$ cat config.mk
export PLATFORM = sky130hd
export DESIGN_NAME = lsm_seq
export DESIGN_NICKNAME = d
export VERILOG_FILES = /design/src/rtl/lsm_pkg.sv /design/src/rtl/lsm_mode_decode.sv /design/src/rtl/lsm_addr_plan.sv /design/src/rtl/lsm_reg_pick.sv /design/src/rtl/lsm_seq.sv
export SDC_FILE = /design/constraint.sdc
export NUM_CORES = 1
export LEC_CHECK = 0
export BUFFER_PORTS_ARGS = -buffer_cell sky130_fd_sc_hd__buf_2
export CORE_AREA = 2 2 124 126
export DETAILED_ROUTE_END_ITERATION = 10
export DIE_AREA = 0 0 126 128
export HOLD_SLACK_MARGIN = 0.02
export PLACE_DENSITY = 0.9
export SLEW_MARGIN = 5
export SYNTH_ARGS = -nofsm -noshare
export SYNTH_HDL_FRONTEND = slang
export SYNTH_SLANG_ARGS = --single-unit
$ cat constraint.sdc
create_clock -name clk -period 7.6 [get_ports clk]
set_input_delay 0.76 -clock clk [delete_from_list [all_inputs] [get_ports clk]]
set_output_delay 0.76 -clock clk [all_outputs]
set_load 0.03 [all_outputs]
$ cat src/rtl/lsm_pkg.sv
package lsm_pkg;

    typedef enum logic [1:0] {
        AM_UP_AFTER    = 2'd0,
        AM_UP_BEFORE   = 2'd1,
        AM_DOWN_AFTER  = 2'd2,
        AM_DOWN_BEFORE = 2'd3
    } addr_mode_e;

    typedef enum logic [1:0] {
        STK_FULL_DESC  = 2'd0,
        STK_EMPTY_DESC = 2'd1,
        STK_FULL_ASC   = 2'd2,
        STK_EMPTY_ASC  = 2'd3
    } stack_name_e;

    typedef enum logic [1:0] {
        SQ_IDLE = 2'd0,
        SQ_RUN  = 2'd1,
        SQ_FIN  = 2'd2
    } seq_state_e;

    function automatic int unsigned count_ones(input logic [31:0] v);
        int unsigned c;
        c = 0;
        for (int i = 0; i < 32; i++) begin
            c += int'(v[i]);
        end
        return c;
    endfunction

    function automatic logic mode_is_down(input addr_mode_e m);
        return m[1];
    endfunction

    function automatic logic mode_is_before(input addr_mode_e m);
        return m[0];
    endfunction

endpackage

$ cat src/rtl/lsm_mode_decode.sv
module lsm_mode_decode
    import lsm_pkg::*;
(
    input  logic       stack_form,
    input  logic [1:0] sel,
    input  logic       is_load,
    output addr_mode_e mode
);
    // Pops take the stack name unchanged; pushes take its bitwise complement.
    always_comb begin
        if (!stack_form) begin
            mode = addr_mode_e'(sel);
        end else if (is_load) begin
            mode = addr_mode_e'(sel);
        end else begin
            mode = addr_mode_e'(~sel);
        end
    end
endmodule

$ cat src/rtl/lsm_addr_plan.sv
module lsm_addr_plan
    import lsm_pkg::*;
#(
    parameter int AW         = 32,
    parameter int NREG       = 16,
    parameter int WORD_BYTES = 4
) (
    input  logic [AW-1:0]   base,
    input  logic [NREG-1:0] list,
    input  addr_mode_e      mode,
    output logic [AW-1:0]   start_addr,
    output logic [AW-1:0]   new_base
);
    localparam int CNT_W = $clog2(NREG + 1);
    localparam logic [AW-1:0] STEP = AW'(WORD_BYTES);

    logic [CNT_W-1:0] n_sel;
    logic [AW-1:0]    span;

    always_comb begin
        n_sel = CNT_W'(count_ones(32'(list)));
        span  = AW'(n_sel) * STEP;
        unique case (mode)
            AM_UP_AFTER:    start_addr = base;
            AM_UP_BEFORE:   start_addr = base + STEP;
            AM_DOWN_AFTER:  start_addr = base - span + STEP;
            default:        start_addr = base - span;
        endcase
        new_base = mode_is_down(mode) ? (base - span) : (base + span);
    end
endmodule

$ cat src/rtl/lsm_reg_pick.sv
module lsm_reg_pick #(
    parameter int NREG  = 16,
    parameter int IDX_W = $clog2(NREG)
) (
    input  logic [NREG-1:0]  mask,
    output logic             found,
    output logic [IDX_W-1:0] idx
);
    logic [NREG-1:0] lower_any;
    logic [NREG-1:0] first_hot;

    assign lower_any[0] = 1'b0;
    assign first_hot[0] = mask[0];

    for (genvar i = 1; i < NREG; i++) begin : g_chain
        assign lower_any[i] = lower_any[i-1] | mask[i-1];
        assign first_hot[i] = mask[i] & ~lower_any[i];
    end

    always_comb begin
        idx = '0;
        for (int i = 0; i < NREG; i++) begin
            if (first_hot[i]) idx = idx | IDX_W'(i);
        end
        found = |mask;
    end

    always_comb begin

        pick_in_mask_chk: assert (!found || mask[idx]);
    end
endmodule

$ cat src/rtl/lsm_seq.sv
module lsm_seq
    import lsm_pkg::*;
#(
    parameter int AW         = 32,
    parameter int NREG       = 16,
    parameter int WORD_BYTES = 4,
    localparam int IDX_W     = $clog2(NREG)
) (
    input  logic             clk,
    input  logic             rst,
    input  logic             cmd_valid,
    output logic             cmd_ready,
    input  logic [AW-1:0]    cmd_base,
    input  logic [NREG-1:0]  cmd_list,
    input  logic             cmd_stack,
    input  logic [1:0]       cmd_sel,
    input  logic             cmd_load,
    input  logic             cmd_wb,
    input  logic             cmd_caret,
    output logic             mem_valid,
    input  logic             mem_ready,
    output logic [AW-1:0]    mem_addr,
    output logic [IDX_W-1:0] mem_reg,
    output logic             mem_load,
    output logic             mem_user_bank,
    output logic             done,
    output logic             wb_en,
    output logic [AW-1:0]    wb_value,
    output logic             psr_restore
);
    localparam logic [AW-1:0] STEP = AW'(WORD_BYTES);

    addr_mode_e      mode_d;
    logic [AW-1:0]   start_d;
    logic [AW-1:0]   newbase_d;
    logic            pick_found;
    logic [IDX_W-1:0] pick_idx;

    seq_state_e      state_q;
    logic [NREG-1:0] rem_q;
    logic [AW-1:0]   addr_q;
    logic [AW-1:0]   wbv_q;
    logic            wbreq_q;
    logic            load_q;
    logic            user_q;
    logic            psr_q;

    logic            accept;
    logic            fire;
    logic [NREG-1:0] rem_next;
    logic            top_sel;

    lsm_mode_decode u_dec (
        .stack_form (cmd_stack),
        .sel        (cmd_sel),
        .is_load    (cmd_load),
        .mode       (mode_d)
    );

    lsm_addr_plan #(.AW(AW), .NREG(NREG), .WORD_BYTES(WORD_BYTES)) u_plan (
        .base       (cmd_base),
        .list       (cmd_list),
        .mode       (mode_d),
        .start_addr (start_d),
        .new_base   (newbase_d)
    );

    lsm_reg_pick #(.NREG(NREG), .IDX_W(IDX_W)) u_pick (
        .mask  (rem_q),
        .found (pick_found),
        .idx   (pick_idx)
    );

    assign cmd_ready = (state_q == SQ_IDLE);
    assign accept    = cmd_valid && cmd_ready;
    assign mem_valid = (state_q == SQ_RUN);
    assign fire      = mem_valid && mem_ready;
    assign rem_next  = rem_q & (rem_q - NREG'(1));
    assign top_sel   = cmd_list[NREG-1];

    always_ff @(posedge clk) begin
        if (rst) begin
            state_q <= SQ_IDLE;
            rem_q   <= '0;
            addr_q  <= '0;
            wbv_q   <= '0;
            wbreq_q <= 1'b0;
            load_q  <= 1'b0;
            user_q  <= 1'b0;
            psr_q   <= 1'b0;
        end else begin
            unique case (state_q)
                SQ_IDLE: begin
                    if (accept) begin
                        rem_q   <= cmd_list;
                        addr_q  <= start_d;
                        wbv_q   <= newbase_d;
                        wbreq_q <= cmd_wb && (|cmd_list);
                        load_q  <= cmd_load;
                        user_q  <= cmd_caret && !(cmd_load && top_sel);
                        psr_q   <= cmd_caret && cmd_load && top_sel;
                        state_q <= (|cmd_list) ? SQ_RUN : SQ_FIN;
                    end
                end
                SQ_RUN: begin
                    if (fire) begin
                        rem_q  <= rem_next;
                        addr_q <= addr_q + STEP;
                        if (rem_next == '0) state_q <= SQ_FIN;
                    end
                end
                default: begin
                    state_q <= SQ_IDLE;
                end
            endcase
        end
    end

    assign mem_addr      = addr_q;
    assign mem_reg       = pick_idx;
    assign mem_load      = load_q;
    assign mem_user_bank = user_q;
    assign done          = (state_q == SQ_FIN);
    assign wb_en         = done && wbreq_q;
    assign wb_value      = wbv_q;
    assign psr_restore   = done && psr_q;


    stall_hold_chk: assert property (@(posedge clk) disable iff (rst)
        mem_valid && !mem_ready |=> mem_valid && $stable(mem_addr) && $stable(mem_reg));


    addr_step_chk: assert property (@(posedge clk) disable iff (rst)
        mem_valid && mem_ready |=> !mem_valid || (mem_addr == $past(mem_addr) + STEP));


    reg_ascend_chk: assert property (@(posedge clk) disable iff (rst)
        mem_valid && mem_ready |=> !mem_valid || (mem_reg > $past(mem_reg)));


    done_pulse_chk: assert property (@(posedge clk) disable iff (rst)
        done |=> !done && cmd_ready);


    busy_excl_chk: assert property (@(posedge clk) disable iff (rst)
        !(cmd_ready && mem_valid));


    valid_has_reg_chk: assert property (@(posedge clk) disable iff (rst)
        mem_valid |-> pick_found);


    flags_excl_chk: assert property (@(posedge clk) disable iff (rst)
        psr_restore |-> done && mem_load && !mem_user_bank);
endmodule

==> flow_metrics.env, run 1 <==
export IMPL_ys_ff_latch=86
export IMPL_cts_buffer_depth=2
export IMPL_p_leak_nw=3.90
export IMPL_syn_num_nets=1318
export IMPL_use_met1_pct=44.1
export IMPL_critPathArrivalTime_ps=7270
export IMPL_fin_crit_sh_pct=92.1
export IMPL_rsz0062_at_grt="no"
export IMPL_syn_avg_cell_area_um2=7.02
export IMPL_area_growth_pct=12.3
export IMPL_hold_viol=0
export IMPL_skew_ps=6.65
export IMPL_grt_usage_pct=35.1
export IMPL_cp_max_fo=11
export IMPL_numPortBuffers=132
export IMPL_die_area_um2=16100
export IMPL_p_clk_share_pct=17.9
export IMPL_grt_use_met3_pct=4.92
export IMPL_grt_pass1_wl_um=46200
export IMPL_place_congestion=0.987
export IMPL_routedWlPerCell_um=19.2
export IMPL_fillCellCount=1374
export IMPL_internal_power_mw=1.43
export IMPL_grt_max_degree=91
export IMPL_cts_sinks=86
export IMPL_setup_viol=0
export IMPL_dp_cells=1480
export IMPL_busiest_layer="met2"
export IMPL_synth_cells=1226
export IMPL_fin_tns_setup_ps=0
export IMPL_fp_dieH_um=128
export IMPL_period_needed_ps=7000
export IMPL_critical_path_top_delay_family="adder cells"
export IMPL_core_um2=14900
export IMPL_slowest_stage="or4_1"
export IMPL_rows=45
export IMPL_first_pass_iters=5
export IMPL_tritoncts="built"
export IMPL_cts_hold_buffers=0
export IMPL_syn_area_um2=8610
export IMPL_clock_latency_ps=360
export IMPL_synthArstFlopShare_pct=0
export IMPL_drcViolationCount=0
export IMPL_numCtsBuffers=9
export IMPL_grt_pass1_vias=9093
export IMPL_drtAntennaViolNets=0
export IMPL_cap_violations=0
export IMPL_viasPerCell=6.65
export IMPL_powerDensity_nw_per_um2=291
export IMPL_switching_power_mw=1.39
export IMPL_path_clk_slew_ps=70
export IMPL_cts_htree_levels=3
export IMPL_antenna_found_initial=0
export IMPL_die_w_um=126
export IMPL_status="complete, no violations"
export IMPL_utilization_pct=65.1
export IMPL_cpMostUsedCell="fa_1"
export IMPL_worstPathRequired_ps=7870
export IMPL_pwr_share_comb_pct=60.0
export IMPL_routed_wl_um=28800
export IMPL_slew_viol_final=0
export IMPL_ys_seq_area_share_pct=20.0
export IMPL_peakVddDrop_uv=388
export IMPL_vias=9952
export IMPL_num_antenna_cells=0
export IMPL_first_iter_violations=1209
export IMPL_slowest_delay_ps=610
export IMPL_ios=133
export IMPL_cts_root_buf="clkbuf_16"
export IMPL_drive_gt1_share_pct=16.1
export IMPL_critical_path_buf_inv_count=4
export IMPL_yosysWarningCount=0
export IMPL_path_cells="buf_2, inv_1, ha_1, inv_1, fa_1, fa_1, fa_1, fa_1, fa_1, fa_1, nor2b_1, o21a_1, inv_1, ha_1, or4_1, nor2_2, o21ai_1, a211oi_1, o22a_1, and4_1, nand3_1, xor2_1, o32ai_2"
export IMPL_cp_start_kind="input port"
export IMPL_slew_headroom_pct=33.3
export IMPL_rrSetupSlack_ps=4220
export IMPL_fmax_ghz=0.143
export IMPL_grtUsageMet2_pct=59.2
export IMPL_ys_types=93
export IMPL_swShare_pct=49.4
export IMPL_max_slew_worst_pin_slew_ps=1000
export IMPL_nets=1395
export IMPL_dp_hpwl_um=21400
export IMPL_cts_resized=0
export IMPL_synth_edff_count=0
export IMPL_crit_type="input port to flip-flop"
export IMPL_synth_ff_type="dfxtp_1"
export IMPL_holdWs_ps=451
export IMPL_crit_path_end_kind="flip-flop"
export IMPL_pwr_share_seq_pct=22.1
export IMPL_hold_class="flip-flop to flip-flop"
export IMPL_overflow=0
export IMPL_post_cts_repair_setup_buffers=0
export IMPL_finalNonFillerCells=1496
export IMPL_initial_core_util_pct=57.9
[cell usage after synthesis (9+ instances only)]
library cell	n	area share [%]
nor4_1	19	1.4
dfxtp_1	86	20
ha_1	22	3.2
a21oi_1	115	6.7
o221ai_1	9	0.92
a31oi_1	14	1.0
nand3_1	50	2.9
o22ai_1	18	1.3
nor2_1	112	4.9
and4_1	10	1.0
nand2b_1	10	0.73
xnor2_1	50	5.1
fa_1	12	2.8
a211oi_1	19	1.7
inv_1	52	2.3
or3_1	14	1.0
a22oi_1	9	0.78
nor2b_1	9	0.65
nand4_1	20	1.5
mux2i_1	11	1.3
clkbuf_1	70	3.1
and3_1	18	1.3
nand2_1	153	6.7
o211ai_1	9	0.78
a21o_1	9	0.78
o21ai_0	72	4.2
buf_2	15	0.87
xor2_1	27	2.7
nor3_1	37	2.2
[final timing paths]
path	start	cells after the start	to
max reg2reg	state_q[0]	9	mem_addr[20]
max	cmd_list[0]	23	mem_addr[27]
min	wb_value[18]	2	wb_value[18]
min reg2reg	wb_value[18]	2	wb_value[18]
[sequential cells by signal, summed over array words and instances, names as in the netlist]
signal,count
rem_q,16
mem_addr,32
mem_load,1
wbreq_q,1
state_q,2
wb_value,32
psr_q,1
mem_user_bank,1
[cell type report]
type                    instances  area [um2]  area share, %
multi-input cells             993        6320           65.4
well taps                     188         235           2.43
clock inverters                 6        91.3          0.944
inverters                      53         199           2.06
repair buffers                160         871           9.00
clock buffers                  10         229           2.37
flip-flops and latches         86        1720           17.8
[logic make-up (layout without fill, tap and decap cells)]
| logic type | count (synthesis) | count (layout) | synth area share (%) |
|---|---|---|---|
| and+or+nand+nor | 501 | 501 | 29.6 |
| adders and majority gates | 38 | 38 | 6.45 |
| AOI/OAI and AO/OA | 364 | 364 | 27.8 |
| xor gates and xnor gates | 78 | 78 | 8.02 |
| buffers and inverters | 147 | 229 | 6.76 |
| muxes | 12 | 12 | 1.41 |
| DFF | 86 | 86 | 20.0 |
[layout by cell type (no fill, tap or decap), types with 11 or more instances in the layout]
master    instances
a211oi_1         19
a21oi_1         114
a31oi_1          14
and3_1           18
buf_2           132
buf_4            28
dfxtp_1          86
fa_1             12
ha_1             22
inv_1            52
mux2i_1          11
nand2_1         153
nand3_1          50
nand4_1          20
nor2_1          111
nor3_1           37
nor4_1           19
o21ai_0          72
o22ai_1          18
or3_1            14
xnor2_1          49
xor2_1           27
[per-layer routing]
| layer | wire, um | up-vias |
|---|---|---|
| met4 | 1230 | 0 |
| met5 | 0 | - |
| met2 | 13700 | 550 |
| met3 | 2470 | 113 |
| li1 | - | 4606 |
| met1 | 11400 | 4683 |
[metrics by stage]
step | area [um2] | worst slack (ps) | total power [mW]
5_1_grt | 9670 | 226 | 3.01
3_3_place_gp | 9350 | 353 | 2.26
2_1_floorplan | 8610 | 817 | 1.82
6_report | 9670 | 601 | 2.82
4_1_cts | 9670 | 630 | 2.79
3_5_place_dp | 9350 | 264 | 2.29
[tightest hold or removal path, delay by kind of cell, from the launching register on]
kind	cells	cell delay, ps
AND/OR/NAND/NOR	1	50
AO/OA/AOI/OAI	1	50
flip-flops	1	310
[power by group through the flow]
stage	clock network, mW	logic, mW	registers, mW
finish	0.505	1.69	0.623
global route	0.526	1.85	0.634
CTS	0.505	1.67	0.619
detailed placement	0	1.66	0.629
global placement	0	1.64	0.625
floorplan	0	1.09	0.728
Power figures use the tool's default switching activity.
==> run 2: changes to the inputs <==
CORE_AREA = 2 2 173 175   (was 2 2 124 126)
DIE_AREA = 0 0 175 177   (was 0 0 126 128)
PLACE_DENSITY = 0.55   (was 0.9)
==> run 2 against run 1 <==
Net effect: flip-flop and latch count is the same; critical endpoint unchanged; critical path type unchanged; register-to-register slack gained 260 ps; largest cell class unchanged; worst hold slack lost 1.8 ps; first-iteration DRC count shrank 31%; worst setup slack lost 17 ps.
==> flow_metrics.env, run 2 (same netlist as run 1, synthesis figures left out) <==
export IMPL_status="complete, no violations"
export IMPL_first_iter_violations=833
export IMPL_utilization_pct=34.0
export IMPL_skew_ps=7.24
export IMPL_fin_tns_setup_ps=0
export IMPL_drcViolationCount=0
export IMPL_crit_path_end_kind="flip-flop"
export IMPL_overflow=0
export IMPL_cp_start_kind="input port"
export IMPL_rrSetupSlack_ps=4480
export IMPL_rr_endpoint="state_q[1]"
export IMPL_vias=9645
export IMPL_slew_headroom_pct=28.0
export IMPL_grt_use_met3_pct=2.36
export IMPL_cap_violations=0
export IMPL_hold_depth=2
export IMPL_cts_htree_levels=3
export IMPL_min_delay_start="wb_value[27]"
export IMPL_ios=133
export IMPL_path_clk_slew_ps=70
export IMPL_critPathArrivalTime_ps=7300
export IMPL_viasPerCell=5.68
export IMPL_design_area_um2=9940
export IMPL_rows=63
export IMPL_rsz0062_at_grt="no"
export IMPL_mostFrequentLayoutCells="nand2_1 (152), buf_2 (131), a21oi_1 (114), nor2_1 (111), dfxtp_1 (86)"
export IMPL_max_slew_worst_pin_slew_ps=1070
export IMPL_antenna_found_initial=0
export IMPL_clock_latency_ps=360
export IMPL_period_needed_ps=7020
export IMPL_cts_buffer_depth=2
export IMPL_use_met1_pct=27.0
export IMPL_cp_max_fo=11
export IMPL_hold_class="flip-flop to flip-flop"
export IMPL_peakVddDrop_uv=149
export IMPL_p_leak_nw=3.90
export IMPL_initial_core_util_pct=29.4
export IMPL_cts_root_buf="clkbuf_16"
export IMPL_cts_sinks=86
export IMPL_numCtsBuffers=9
export IMPL_core_um2=29200
export IMPL_setup_viol=0
export IMPL_r2r_cells=9
export IMPL_first_pass_iters=5
export IMPL_cts_hold_buffers=0
export IMPL_final_common_cell="nand2_1"
export IMPL_grt_max_degree=60
export IMPL_num_antenna_cells=0
export IMPL_cts_resized=0
export IMPL_grt_pass1_wl_um=50900
export IMPL_die_area_um2=31000
export IMPL_hold_viol=0
export IMPL_routed_wl_um=32900
export IMPL_fp_dieH_um=177
export IMPL_busiest_layer="met2"
export IMPL_grtUsageMet2_pct=35.5
export IMPL_die_w_um=175
export IMPL_worstPathRequired_ps=7880
export IMPL_numPortBuffers=132
export IMPL_area_growth_pct=15.5
export IMPL_nets=1396
export IMPL_grt_pass1_vias=9041
export IMPL_drtAntennaViolNets=0
export IMPL_whs_endpoint="wb_value[27]"
export IMPL_grt_usage_pct=20.9
export IMPL_slew_viol_final=0
export IMPL_rr_startpoint="rem_q[0]"
export IMPL_crit_type="input port to flip-flop"
export IMPL_place_congestion=0.917
export IMPL_fin_crit_sh_pct=92.3
export IMPL_post_cts_repair_setup_buffers=0
export IMPL_holdWs_ps=450
export IMPL_routedWlPerCell_um=19.4
export IMPL_place_area_um2=9620
export IMPL_drive_gt1_share_pct=16.3
export IMPL_tritoncts="built"
export IMPL_dp_hpwl_um=24500
export IMPL_powerDensity_nw_per_um2=286
export IMPL_fmax_ghz=0.143
## run 2: area by class of cell
class	count	area, um2
Multi-Input combinational cell	993	6330
Clock buffer	9	225
Tap cell	390	488
Timing Repair Buffer	161	881
Inverter	53	199
Sequential cell	86	1720
Fill cell	3219	19300
Clock inverter	7	103
## run 2: layer usage
metal  part of all wire [%]  routed length [um]
met5                      0                   0
met4                    3.4                1120
met3                    4.8                1600
met2                     48               15800
met1                     44               14400
## run 2: how the worst max path moves through the flow
stage / startpoint / to / slack, ps / depth (start not counted)
finish: cmd_list[1] / mem_addr[27] / 580 / 23
global route: cmd_list[1] / mem_addr[27] / 120 / 23
CTS: cmd_list[1] / mem_addr[27] / 590 / 23
detailed placement: cmd_list[1] / mem_addr[27] / 230 / 23
global placement: cmd_list[0] / mem_addr[25] / 320 / 23
floorplan: cmd_list[0] / mem_addr[18] / 820 / 23
## run 2: where the power goes
part	switching [mW]	total, mW	internal [mW]	leakage, nW
sequential	0.0949	0.626	0.531	0.706
combinational	1.12	1.70	0.583	3.04
clock	0.224	0.517	0.293	0.157
total	1.44	2.84	1.41	3.90
## run 2: through the flow
step	cells	power, mW	worst slack [ps]
after floorplan	1226	1.82	817
after global placement	1683	2.31	316
after detailed placement	1683	2.33	231
after CTS	1699	2.86	594
after global routing	1699	3.04	123
final	1699	2.84	584
## run 2: critical path, cell delays in order
cell and delay (ps):
buf_2 110, inv_1 40, ha_1 260, inv_1 40, fa_1 460, fa_1 490, fa_1 530, fa_1 420
fa_1 420, fa_1 430, nor2b_1 130, o21a_1 160, inv_1 50, ha_1 270, or4_1 640, nor2_2 210
o21ai_1 180, a211oi_1 300, o22a_1 400, and4_1 450, nand3_1 140, xor2_1 180, o32ai_2 190
